==> src/rtl/lcd_vtiming_pkg.sv <==
`timescale 1ns/1ps
package lcd_vtiming_pkg;

  typedef enum logic [2:0] {
    PH_WAIT   = 3'd0,
    PH_ACTIVE = 3'd1,
    PH_FRONT  = 3'd2,
    PH_SYNC   = 3'd3,
    PH_BACK   = 3'd4
  } vtPhase_t;

  // strobes from control to datapath
  typedef struct packed {
    logic loadCfg;
    logic clrCnt;
    logic incCnt;
  } vtCtrl_t;

  // compare results from datapath to control
  typedef struct packed {
    logic atLastRow;
    logic atFrontEnd;
    logic atSyncEnd;
    logic atBackEnd;
    logic frontNone;
    logic backNone;
    logic syncShown;
  } vtStat_t;

  function automatic int maxOf4(input int a, input int b, input int c, input int d);
    int m;
    m = a;
    if (b > m) m = b;
    if (c > m) m = c;
    if (d > m) m = d;
    return m;
  endfunction

endpackage

==> src/rtl/lcd_vtiming_dp.sv <==
`timescale 1ns/1ps
module lcd_vtiming_dp
  import lcd_vtiming_pkg::*;
#(
  parameter int LINE_W = 10,
  parameter int FP_W   = 8,
  parameter int SW_W   = 6,
  parameter int BP_W   = 8,
  parameter int CNT_W  = 10
) (
  input  logic              clk,
  input  logic              rstN,
  input  vtCtrl_t           ctrl,
  input  logic              modeTft,
  input  logic              dualPanel,
  input  logic [LINE_W-1:0] linesCfg,
  input  logic [FP_W-1:0]   frontCfg,
  input  logic [SW_W-1:0]   syncCfg,
  input  logic [BP_W-1:0]   backCfg,
  output vtStat_t           stat,
  output logic [CNT_W-1:0]  cnt
);

  logic [LINE_W-1:0] linesQ;
  logic [FP_W-1:0]   frontQ;
  logic [SW_W-1:0]   syncQ;
  logic [BP_W-1:0]   backQ;
  logic              showSyncQ;
  logic [CNT_W:0]    cntPlus;

  // frame-level configuration snapshot
  always_ff @(posedge clk or negedge rstN) begin
    if (!rstN) begin
      linesQ    <= '0;
      frontQ    <= '0;
      syncQ     <= '0;
      backQ     <= '0;
      showSyncQ <= 1'b0;
    end else if (ctrl.loadCfg) begin
      linesQ    <= linesCfg;
      frontQ    <= frontCfg;
      syncQ     <= syncCfg;
      backQ     <= backCfg;
      showSyncQ <= modeTft & ~dualPanel;
    end
  end

  // shared line counter for every phase
  always_ff @(posedge clk or negedge rstN) begin
    if (!rstN) begin
      cnt <= '0;
    end else if (ctrl.clrCnt) begin
      cnt <= '0;
    end else if (ctrl.incCnt) begin
      cnt <= cnt + 1'b1;
    end
  end

  assign cntPlus = {1'b0, cnt} + 1'b1;

  always_comb begin
    stat.atLastRow  = (cnt == CNT_W'(linesQ));
    stat.atSyncEnd  = (cnt == CNT_W'(syncQ));
    stat.atFrontEnd = (cntPlus == (CNT_W+1)'(frontQ));
    stat.atBackEnd  = (cntPlus == (CNT_W+1)'(backQ));
    stat.frontNone  = (frontQ == '0);
    stat.backNone   = (backQ == '0);
    stat.syncShown  = showSyncQ;
  end

endmodule

==> src/rtl/lcd_vtiming_ctrl.sv <==
`timescale 1ns/1ps
module lcd_vtiming_ctrl
  import lcd_vtiming_pkg::*;
(
  input  logic     clk,
  input  logic     rstN,
  input  logic     lineTick,
  input  vtStat_t  stat,
  output vtCtrl_t  ctrl,
  output vtPhase_t phase,
  output logic     frameStart
);

  vtPhase_t phaseNext;
  logic     startNow;

  always_comb begin
    phaseNext = phase;
    ctrl      = '0;
    startNow  = 1'b0;
    if (lineTick) begin
      ctrl.incCnt = 1'b1;
      unique case (phase)
        PH_WAIT: begin
          startNow = 1'b1;
        end
        PH_ACTIVE: begin
          if (stat.atLastRow) begin
            ctrl.clrCnt = 1'b1;
            phaseNext   = stat.frontNone ? PH_SYNC : PH_FRONT;
          end
        end
        PH_FRONT: begin
          if (stat.atFrontEnd) begin
            ctrl.clrCnt = 1'b1;
            phaseNext   = PH_SYNC;
          end
        end
        PH_SYNC: begin
          if (stat.atSyncEnd) begin
            if (stat.backNone) begin
              startNow = 1'b1;
            end else begin
              ctrl.clrCnt = 1'b1;
              phaseNext   = PH_BACK;
            end
          end
        end
        PH_BACK: begin
          if (stat.atBackEnd) startNow = 1'b1;
        end
        default: startNow = 1'b1;
      endcase
      if (startNow) begin
        ctrl.clrCnt  = 1'b1;
        ctrl.loadCfg = 1'b1;
        phaseNext    = PH_ACTIVE;
      end
    end
  end

  always_ff @(posedge clk or negedge rstN) begin
    if (!rstN) begin
      phase      <= PH_WAIT;
      frameStart <= 1'b0;
    end else begin
      phase      <= phaseNext;
      frameStart <= startNow;
    end
  end

endmodule

==> src/rtl/lcd_vtiming.sv <==
`timescale 1ns/1ps
module lcd_vtiming
  import lcd_vtiming_pkg::*;
#(
  parameter int LINE_W = 10,
  parameter int FP_W   = 8,
  parameter int SW_W   = 6,
  parameter int BP_W   = 8
) (
  input  logic              clk,
  input  logic              rstN,
  input  logic              lineTick,
  input  logic              modeTft,
  input  logic              dualPanel,
  input  logic [LINE_W-1:0] linesCfg,
  input  logic [FP_W-1:0]   frontCfg,
  input  logic [SW_W-1:0]   syncCfg,
  input  logic [BP_W-1:0]   backCfg,
  output logic              frameSync,
  output logic              lineActive,
  output logic [LINE_W-1:0] rowIdx,
  output logic              frameStart
);

  localparam int CNT_W = maxOf4(LINE_W, FP_W, SW_W, BP_W);

  vtCtrl_t          ctrl;
  vtStat_t          stat;
  vtPhase_t         phase;
  logic [CNT_W-1:0] cnt;

  lcd_vtiming_ctrl ctrl_i (
    .clk        (clk),
    .rstN       (rstN),
    .lineTick   (lineTick),
    .stat       (stat),
    .ctrl       (ctrl),
    .phase      (phase),
    .frameStart (frameStart)
  );

  lcd_vtiming_dp #(
    .LINE_W (LINE_W),
    .FP_W   (FP_W),
    .SW_W   (SW_W),
    .BP_W   (BP_W),
    .CNT_W  (CNT_W)
  ) dp_i (
    .clk       (clk),
    .rstN      (rstN),
    .ctrl      (ctrl),
    .modeTft   (modeTft),
    .dualPanel (dualPanel),
    .linesCfg  (linesCfg),
    .frontCfg  (frontCfg),
    .syncCfg   (syncCfg),
    .backCfg   (backCfg),
    .stat      (stat),
    .cnt       (cnt)
  );

  assign lineActive = (phase == PH_ACTIVE);
  assign rowIdx     = lineActive ? cnt[LINE_W-1:0] : '0;
  assign frameSync  = (phase == PH_SYNC) && stat.syncShown;

endmodule

==> config.mk <==
export PLATFORM = sky130hd
export DESIGN_NAME = lcd_vtiming
export DESIGN_NICKNAME = d
export VERILOG_FILES = /design/src/rtl/lcd_vtiming_pkg.sv /design/src/rtl/lcd_vtiming_dp.sv /design/src/rtl/lcd_vtiming_ctrl.sv /design/src/rtl/lcd_vtiming.sv
export SDC_FILE = /design/constraint.sdc
export NUM_CORES = 1
export LEC_CHECK = 0
export BUFFER_PORTS_ARGS = -buffer_cell sky130_fd_sc_hd__buf_2
export CORE_UTILIZATION = 57
export CTS_CLUSTER_DIAMETER = 30
export CTS_CLUSTER_SIZE = 16
export DETAILED_ROUTE_END_ITERATION = 8
export GPL_TIMING_DRIVEN = 0
export PLACE_DENSITY = 0.85
export SYNTH_ARGS = -nofsm -noshare
export SYNTH_HDL_FRONTEND = slang
export SYNTH_SLANG_ARGS = --single-unit
==> constraint.sdc <==
create_clock -name clk -period 3.5 [get_ports clk]
set_clock_uncertainty 0.1 [all_clocks]
set_input_delay 0.7 -clock clk [delete_from_list [all_inputs] [get_ports clk]]
set_output_delay 0.7 -clock clk [all_outputs]
set_load 0.1 [all_outputs]
==> flow_summary.ini, run 1 <==
[timing]
tightest_slew_ns = 1.02
final_max_slew_viol_count = 0
relSlewSlack_pct = 31.8
timing.fmax_mhz = 342
fin_setup_tns_ns = 0
min_period_ns = 2.92
hold_violations = 0
setup_violations = 0
rsz0062_at_grt = false
fin_crit_sh_pct = 83.4

[route]
vias_per_cell = 5.96
wl_um = 6850
avgRoutedWirePerCell_um = 17.4
first_pass_iters = 5
drt_iter0_drc = 239
num_vias = 2348
drc = 0
ant_nets = 0

[power_and_ir_drop]
p_sw_mw = 0.392
seqPwrFrac_pct = 46.1
p_sw_share_pct = 31.0
pwr-share-comb_pct = 28.0
pwr-share-clk_pct = 25.9
p_leak_nw = 1.71
p_int_mw = 0.871
peakVddDrop_uv = 250
p_per_area_nw_per_um2 = 372

[synth]
synth_top_cell_area_share_pct = 39.5
yosysMostFrequentCell = dfrtp_1
synth_edf_count = 0
synthFlopType = dfrtp_1
ys_seq_elements = 47
ys_seq_area_share_pct = 39.5
yosysWarningCount = 0
syn_nets = 310
yosys.cell_types.count = 56
synth_area_sq_um = 2980
synth_common_cells = 47 x dfrtp_1, 28 x mux2_4, 19 x xnor2_1
netlist_instances = 272
avgSynthCellArea_sq_um = 11.0
yosysTopAreaCell = dfrtp_1
synth_area_leaders = dfrtp_1 39%, mux2_4 14%, xnor2_1 5.6%, xor2_1 5.0%, mux2_2 2.6%
async_flop_share_pct = 100

[worst_hold_path]
hold_end = dp_i.showSyncQ$_DFFE_PN0P_
hold_class = flop to flop
min_from = dp_i.showSyncQ$_DFFE_PN0P_
whs_path_depth = 1

[clock_tree]
htree_levels = 2
cts_setup_buffers = 0
cts_made_buffers = 5
cts-root-buf = clkbuf_8
ctsResizeCount = 0
tritoncts = done
postCtsHoldBufs = 0
clkLatencyLatePin_ns = 0.30
path_clk_slew_ns = 0.09
clock_sinks = 47
cts_buffer_depth = 2

[critical_path]
r2r-end = ctrl_i.phase[1]$_DFFE_PN0P_
critPathKind = flop to flop
cp_data_required_time_ns = 3.57
crit_path_end_kind = flop
cp_max_fo = 10
crit_arrival_ns = 2.99
critPathLaunchType = flop
reg2regPathDepth = 10
ff2ff_setup_slack_ns = 0.58
r2r_start = dp_i.cnt[0]$_DFFE_PN0P_

[final_layout]
multi_input_area_sq_um = 1660
register_area_sq_um = 1180
fillerInstances = 384
final_util_pct = 69.6
drive_gt1_share_pct = 34.9
diodes = 0
fin_nets = 365
syn_to_final_growth_pct = 13.9
final_area_sq_um = 3390

[floorplan]
fp-row-count = 25
dieArea_sq_um = 5520
core-area_sq_um = 4880
dieHeight_um = 74.3
io_pins = 50
initial_core_util_pct = 61.1
die_w_um = 74.3

[place]
port_buffers = 48
hpwl_um = 4970
dpl_cell_area_sq_um = 3310
gp_congestion = 0.928

[status]
status = complete, no violations

[global_routing]
grt_pass1_wl_um = 10700
grt_max_degree = 48
antenna_found_initial = 0
grt_usage_pct = 26.5
grt_overflow_total = 0
first_global_vias = 2189

[job]
drv_cap = 0
-- worst max-delay path by stage --
stage          cells after the start  slack [ns]                          end                     from
4_1_cts                           10        0.62  ctrl_i.phase[1]$_DFFE_PN0P_  dp_i.cnt[0]$_DFFE_PN0P_
6_report                          10        0.58  ctrl_i.phase[1]$_DFFE_PN0P_  dp_i.cnt[0]$_DFFE_PN0P_
3_5_place_dp                      10        0.65  ctrl_i.phase[1]$_DFFE_PN0P_  dp_i.cnt[0]$_DFFE_PN0P_
3_3_place_gp                       9        0.72   dp_i.linesQ[8]$_DFFE_PN0P_  dp_i.cnt[0]$_DFFE_PN0P_
2_1_floorplan                      3        0.01                    rowIdx[3]  dp_i.cnt[3]$_DFFE_PN0P_
5_1_grt                           10        0.39  ctrl_i.phase[1]$_DFFE_PN0P_  dp_i.cnt[0]$_DFFE_PN0P_
-- metrics by stage --
stage | hold WS, ns | instances | total power [mW] | worst slack, ns
2_1_floorplan | 0.304 | 272 | 0.843 | 0.0146
3_3_place_gp | 0.383 | 387 | 0.933 | 0.721
3_5_place_dp | 0.394 | 387 | 0.940 | 0.646
4_1_cts | 0.413 | 394 | 1.27 | 0.622
5_1_grt | 0.430 | 394 | 1.33 | 0.386
6_report | 0.408 | 394 | 1.26 | 0.580
-- area by class of cell --
cell class                      instances  share of cell area (%)
Buffer                                 18                    3.58
Clock buffer                            6                    2.43
Clock inverter                          1                   0.147
Inverter                                8                   0.885
Multi-Input combinational cell        199                    48.8
Sequential cell                        47                    34.6
Tap cell                               67                    2.47
Timing Repair Buffer                   48                    7.08
-- logic make-up after synthesis --
group	count (synthesis)	share of synthesized area [%]
adders and majority gates	1	0.420
xor gates and xnor gates	36	10.6
and+or+nand+nor	85	16.7
AOI/OAI and AO/OA	39	9.99
buffers and inverters	26	5.08
muxes	38	17.8
DFF	47	39.5
-- power groups by stage --
stage	sequential, mW	combinational [mW]	clock (mW)
floorplan	0.588	0.254	0
finish	0.582	0.354	0.327
global route	0.585	0.382	0.361
global placement	0.590	0.342	0
CTS	0.581	0.351	0.334
detailed placement	0.592	0.348	0
-- flip-flops by register name, indices dropped and copies added (netlist names) --
signal / cells
dp_i.showSyncQ: 1
dp_i.backQ: 8
dp_i.cnt: 10
ctrl_i.frameStart: 1
dp_i.syncQ: 6
dp_i.frontQ: 8
dp_i.linesQ: 10
ctrl_i.phase: 3
-- cells in the final DEF (no fill, tap or decap), drive strengths merged, types with 10 or more instances in the layout --
cell    instances
buf            61
dfrtp          47
mux2           35
xnor2          19
xor2           17
nor2           14
nand2          11
clkbuf         11
nor3           10
nor4           10
-- metal layers --
metal | wire, um | GRT usage, % | share of wire, %
met3 | 461 | 4.74 | 6.7
met1 | 2950 | 36.0 | 43
met2 | 3330 | 43.2 | 49
met5 | 0 | 0 | 0
met4 | 108 | 8.39 | 1.6
-- worst max-delay path, stage by stage, from the launching register on --
cell,delay [ns]
dfrtp_1,0.40
ha_1,0.20
buf_4,0.17
xnor2_1,0.34
xnor2_1,0.10
a2111oi_0,0.37
nand4_1,0.25
nor4_2,0.36
or3_1,0.19
buf_4,0.19
o211ai_1,0.11
Note: power is estimated with default switching activity, not from simulation.
==> run 2, diff against run 1 <==
clock period = 3 ns   (was 3.5 ns; I/O delays follow)
==> run 2 against run 1 <==
Net effect:
- cell count unchanged
- total power up 18%
- combinational power up 20%
- routed wire length down 0.47%
- die area unchanged
- sequential cell count unchanged
- register-to-register slack worse by 0.41 ns
- sequential share of layout area down 0.089 points
- global-route usage unchanged
- core utilization up 0.18 points
- clock power up 17%
- largest power group unchanged
==> flow_summary.ini, run 2 (synthesis gave the netlist of run 1 again) <==
[status]
status = complete, no violations

[power_and_ir_drop]
seqPwrFrac_pct = 45.7
peakVddDrop_uv = 293
p_leak_nw = 1.71
pwr-share-comb_pct = 28.5
p_sw_share_pct = 31.3
p_int_mw = 1.02
p_per_area_nw_per_um2 = 437
p_sw_mw = 0.465
pwr-share-clk_pct = 25.8

[floorplan]
core-area_sq_um = 4880
die_w_um = 74.3
dieHeight_um = 74.3
initial_core_util_pct = 61.1
io_pins = 50
dieArea_sq_um = 5520
fp-row-count = 25

[timing]
tightest_slew_ns = 1.01
min_period_ns = 2.83
rsz0062_at_grt = false
relSlewSlack_pct = 32.4
fin_crit_sh_pct = 94.2
worst_slack_ns = 0.173
hold_violations = 0
fin_setup_tns_ns = 0
final_max_slew_viol_count = 0
timing.fmax_mhz = 354
setup_violations = 0

[final_layout]
drive_gt1_share_pct = 35.2
final_cell_mix = 52 x buf_2, 47 x dfrtp_1, 28 x mux2_4
fillerInstances = 382
final_util_pct = 69.7
layout_commonest_cell = buf_2
fin_nets = 365
reg_top3 = dp_i.cnt x10, dp_i.linesQ x10
diodes = 0
syn_to_final_growth_pct = 14.2

[route]
wl_um = 6810
num_vias = 2350
ant_nets = 0
vias_per_cell = 5.96
first_pass_iters = 5
avgRoutedWirePerCell_um = 17.3
drt_iter0_drc = 224
drc = 0

[place]
port_buffers = 48
hpwl_um = 4970
place_worst_setup_slack_ns = 0.146
gp_congestion = 0.928

[clock_tree]
ctsResizeCount = 0
cts-root-buf = clkbuf_8
clock_sinks = 47
clkLatencyLatePin_ns = 0.31
cts_made_buffers = 5
path_clk_slew_ns = 0.09
tritoncts = done
postCtsHoldBufs = 0
cts_buffer_depth = 2
cts_setup_buffers = 0
htree_levels = 2

[critical_path]
crit_chain = buf_2, nand3_1, xnor2_1, mux2_2, o21a_1, nor3_2, o21ai_4, buf_6, mux2_4
critPathKind = flop to flop
cp_slowest_cell = mux2_2
critPathMaxStageDelay_ns = 0.36
crit_path_end_kind = flop
cp_max_fo = 10
crit_arrival_ns = 2.92
cp_data_required_time_ns = 3.09
critPathLaunchType = flop

[global_routing]
antenna_found_initial = 0
first_global_vias = 2189
grt_overflow_total = 0
grt_pass1_wl_um = 10700
grt_max_degree = 48
grt_usage_pct = 26.5

[job]
drv_cap = 0

[worst_hold_path]
hold_class = input port to async pin
## run 2: cell counts in the layout (fill, tap and decap cells not counted)
No cell type changed its count.
## run 2: worst paths after layout
check | start | to | slack [ns] | cells after the start
max | dp_i.cnt[1]$_DFFE_PN0P_ | dp_i.frontQ[0]$_DFFE_PN0P_ | 0.17 | 9
max reg2reg | dp_i.cnt[1]$_DFFE_PN0P_ | dp_i.frontQ[0]$_DFFE_PN0P_ | 0.17 | 9
min | rstN | dp_i.cnt[3]$_DFFE_PN0P_ | 0.36 | 1
min reg2reg | dp_i.showSyncQ$_DFFE_PN0P_ | dp_i.showSyncQ$_DFFE_PN0P_ | 0.41 | 1
max in group asynchronous | rstN | ctrl_i.phase[2]$_DFFE_PN0P_ | 1.80 | 1
min in group clk | dp_i.showSyncQ$_DFFE_PN0P_ | dp_i.showSyncQ$_DFFE_PN0P_ | 0.41 | 1
## run 2: routing by layer
metal	GRT usage (%)	vias up	share of wire, %
met4	8.39	0	1.5
met5	0	-	0
met1	36.0	1145	43
met2	43.2	110	48
met3	4.74	11	6.8
li1	-	1084	-
## run 2: critical path: cells and delay by family, from the launching register on
kind,cells,cell delay (ns)
flops,1,0.35
mux,2,0.67
simple gates,2,0.49
buf+inv,2,0.46
xor+xnor,1,0.28
compound gates,2,0.36
## run 2: layout make-up
class | count | area (sq um) | share of cell area, %
inverter | 8 | 30.0 | 0.882
clock buffer | 6 | 82.6 | 2.43
buffer | 18 | 121 | 3.57
timing repair buffer | 48 | 240 | 7.06
tap | 67 | 83.8 | 2.46
multi-input combinational | 199 | 1660 | 48.9
clock inverter | 1 | 5.00 | 0.147
sequential | 47 | 1180 | 34.6
## run 2: stage by stage
| stage | cells | instance area [sq um] | hold WS, ns | total power, mW |
|---|---|---|---|---|
| 2_1_floorplan | 272 | 2980 | 0.204 | 0.983 |
| 3_3_place_gp | 387 | 3310 | 0.383 | 1.09 |
| 3_5_place_dp | 387 | 3310 | 0.394 | 1.10 |
| 4_1_cts | 394 | 3390 | 0.410 | 1.48 |
| 5_1_grt | 394 | 3400 | 0.409 | 1.56 |
| 6_report | 394 | 3400 | 0.357 | 1.49 |
## run 2: power by group through the flow
stage | logic (mW) | registers (mW) | clock network [mW]
after global placement | 0.399 | 0.689 | 0
final | 0.424 | 0.680 | 0.383
after detailed placement | 0.406 | 0.691 | 0
after global routing | 0.454 | 0.684 | 0.421
after floorplan | 0.297 | 0.686 | 0
after CTS | 0.409 | 0.678 | 0.390
==> run 3, diff against run 2 <==
--- a/config.mk
+++ b/config.mk
@@ -7,10 +7,10 @@
 export LEC_CHECK = 0
 export BUFFER_PORTS_ARGS = -buffer_cell sky130_fd_sc_hd__buf_2
-export CORE_UTILIZATION = 57
+export CORE_UTILIZATION = 55
 export CTS_CLUSTER_DIAMETER = 30
 export CTS_CLUSTER_SIZE = 16
 export DETAILED_ROUTE_END_ITERATION = 8
 export GPL_TIMING_DRIVEN = 0
-export PLACE_DENSITY = 0.85
+export PLACE_DENSITY = 0.82
 export SYNTH_ARGS = -nofsm -noshare
 export SYNTH_HDL_FRONTEND = slang
==> constraint.sdc (replaced) <==
create_clock -name clk -period 3 [get_ports clk]
set_clock_uncertainty 0.1 [all_clocks]
set_input_delay 0.6 -clock clk [delete_from_list [all_inputs] [get_ports clk]]
set_output_delay 0.6 -clock clk [all_outputs]
set_load 0.05 [all_outputs]
==> run 3 against run 2 <==
Net effect:
- critical path depth unchanged
- clock power up 3%
- sequential power about the same
- die area up 3.5%
- total power up 0.74%
- combinational power about the same
- global-route usage up 0.57 points
- core utilization down 3.4 points
- clock-buffer cell count unchanged
- critical path type unchanged
- largest power group unchanged
==> flow_summary.ini, run 3 (synthesis gave the netlist of run 1 again) <==
[timing]
fin_setup_tns_ns = 0
worst_hold_slack_ns = 0.378
fin_crit_sh_pct = 96.3
relSlewSlack_pct = 30.1
timing.fmax_mhz = 346
min_period_ns = 2.89
setup_violations = 0
final_max_slew_viol_count = 0
hold_violations = 0
worst_slack_ns = 0.112
tightest_slew_ns = 1.05

[critical_path]
cp_slowest_cell = o31ai_2
crit_chain = buf_2, nand3_1, xnor2_1, mux2_2, o21a_1, o31ai_2, or3_1, buf_4, o211ai_1
cp_max_fo = 10
crit_path_end_kind = flop
crit_arrival_ns = 2.96
cp_top_family = compound AO/OA/AOI/OAI gates
critPathBufInv = 2
critPathMaxStageDelay_ns = 0.48
r2r_start = dp_i.cnt[1]$_DFFE_PN0P_
critPathKind = flop to flop
r2r-end = ctrl_i.phase[1]$_DFFE_PN0P_
reg2regPathDepth = 9
critPathLaunchType = flop
cp_data_required_time_ns = 3.07
ff2ff_setup_slack_ns = 0.11

[power_and_ir_drop]
pwr-share-comb_pct = 28.2
p_int_mw = 1.02
p_sw_mw = 0.477
p_leak_nw = 1.72
p_per_area_nw_per_um2 = 436
seqPwrFrac_pct = 45.6
total_power_mw = 1.50
pwr-share-clk_pct = 26.2
p_sw_share_pct = 31.8
peakVddDrop_uv = 362

[place]
dp_cells = 390
dpl_cell_area_sq_um = 3310
hpwl_um = 5070
gp_congestion = 0.900
place_worst_setup_slack_ns = 0.0516
port_buffers = 48

[status]
status = complete, no violations

[route]
drt_iter0_drc = 258
num_vias = 2325
wl_um = 7140
first_pass_iters = 4
drc = 0
avgRoutedWirePerCell_um = 17.9
vias_per_cell = 5.83
ant_nets = 0

[floorplan]
dieHeight_um = 75.6
fp-row-count = 26
io_pins = 50
core-area_sq_um = 5170
initial_core_util_pct = 57.6
die_w_um = 75.6
dieArea_sq_um = 5720

[final_layout]
final_util_pct = 66.4
diodes = 0
final_cell_mix = 52 x buf_2, 47 x dfrtp_1, 28 x mux2_4
syn_to_final_growth_pct = 15.2
fin_nets = 367
drive_gt1_share_pct = 35.6
layout_commonest_cell = buf_2
instances_no_fill = 399
final_area_sq_um = 3430
reg_top3 = dp_i.cnt x10, dp_i.linesQ x10

[clock_tree]
clock_sinks = 47
cts_buffer_depth = 2
clkLatencyLatePin_ns = 0.30
tritoncts = done
postCtsHoldBufs = 0
path_clk_slew_ns = 0.09
cts_made_buffers = 5
htree_levels = 2
cts-root-buf = clkbuf_8

[global_routing]
antenna_found_initial = 0
grt_usage_pct = 27.1
first_global_vias = 2216
grt_max_degree = 48
grt_pass1_wl_um = 11200
grt_overflow_total = 0

[job]
drv_cap = 0

[worst_hold_path]
hold_class = input port to async pin
run 3: cell count changes in the layout (fill, tap and decap cells not counted), sizes merged:
cell,delta
buf,+2
run 3: worst max-delay path by stage:
stage,to,start,slack (ns),cells past startpoint
floorplan,rowIdx[0],ctrl_i.phase[1]$_DFFE_PN0P_,0.36,3
global placement,ctrl_i.phase[1]$_DFFE_PN0P_,dp_i.cnt[0]$_DFFE_PN0P_,0.11,10
detailed placement,dp_i.cnt[5]$_DFFE_PN0P_,dp_i.cnt[0]$_DFFE_PN0P_,0.05,10
CTS,ctrl_i.phase[1]$_DFFE_PN0P_,dp_i.cnt[0]$_DFFE_PN0P_,0.03,10
global route,dp_i.cnt[5]$_DFFE_PN0P_,dp_i.cnt[0]$_DFFE_PN0P_,-0.02,10
finish,ctrl_i.phase[1]$_DFFE_PN0P_,dp_i.cnt[1]$_DFFE_PN0P_,0.11,9
run 3: worst reg2reg max path: stages, from the launching register on:
cell,delay (ns)
dfrtp_1,0.36
buf_2,0.22
nand3_1,0.26
xnor2_1,0.30
mux2_2,0.36
o21a_1,0.20
o31ai_2,0.48
or3_1,0.20
buf_4,0.19
o211ai_1,0.10
run 3: power groups by stage:
stage,Sequential (mW),Clock (mW),Combinational (mW)
floorplan,0.686,0,0.297
global placement,0.690,0,0.403
detailed placement,0.692,0,0.410
CTS,0.680,0.398,0.411
global route,0.684,0.425,0.457
finish,0.683,0.393,0.423
run 3: layer usage:
layer | vias up | GRT usage, % | share of wire (%)
li1 | 1090 | - | -
met1 | 1136 | 36.2 | 42
met2 | 88 | 44.2 | 50
met3 | 11 | 4.37 | 6.5
met4 | 0 | 10.5 | 1.8
met5 | - | 0 | 0
run 3: cell type report:
type                       instances  area, sq um
buffer                            18          121
inverter                           8         30.0
sequential                        47         1180
clock inverter                     1         5.00
multi-input combinational        199         1680
timing repair buffer              50          255
tap                               70         87.6
fill                             401         1740
clock buffer                       6         82.6
run 3: what timing repair did:
item	in CTS	in global routing
buffers inserted	0	2
gates resized for setup	0	4
setup endpoints to repair	0	11
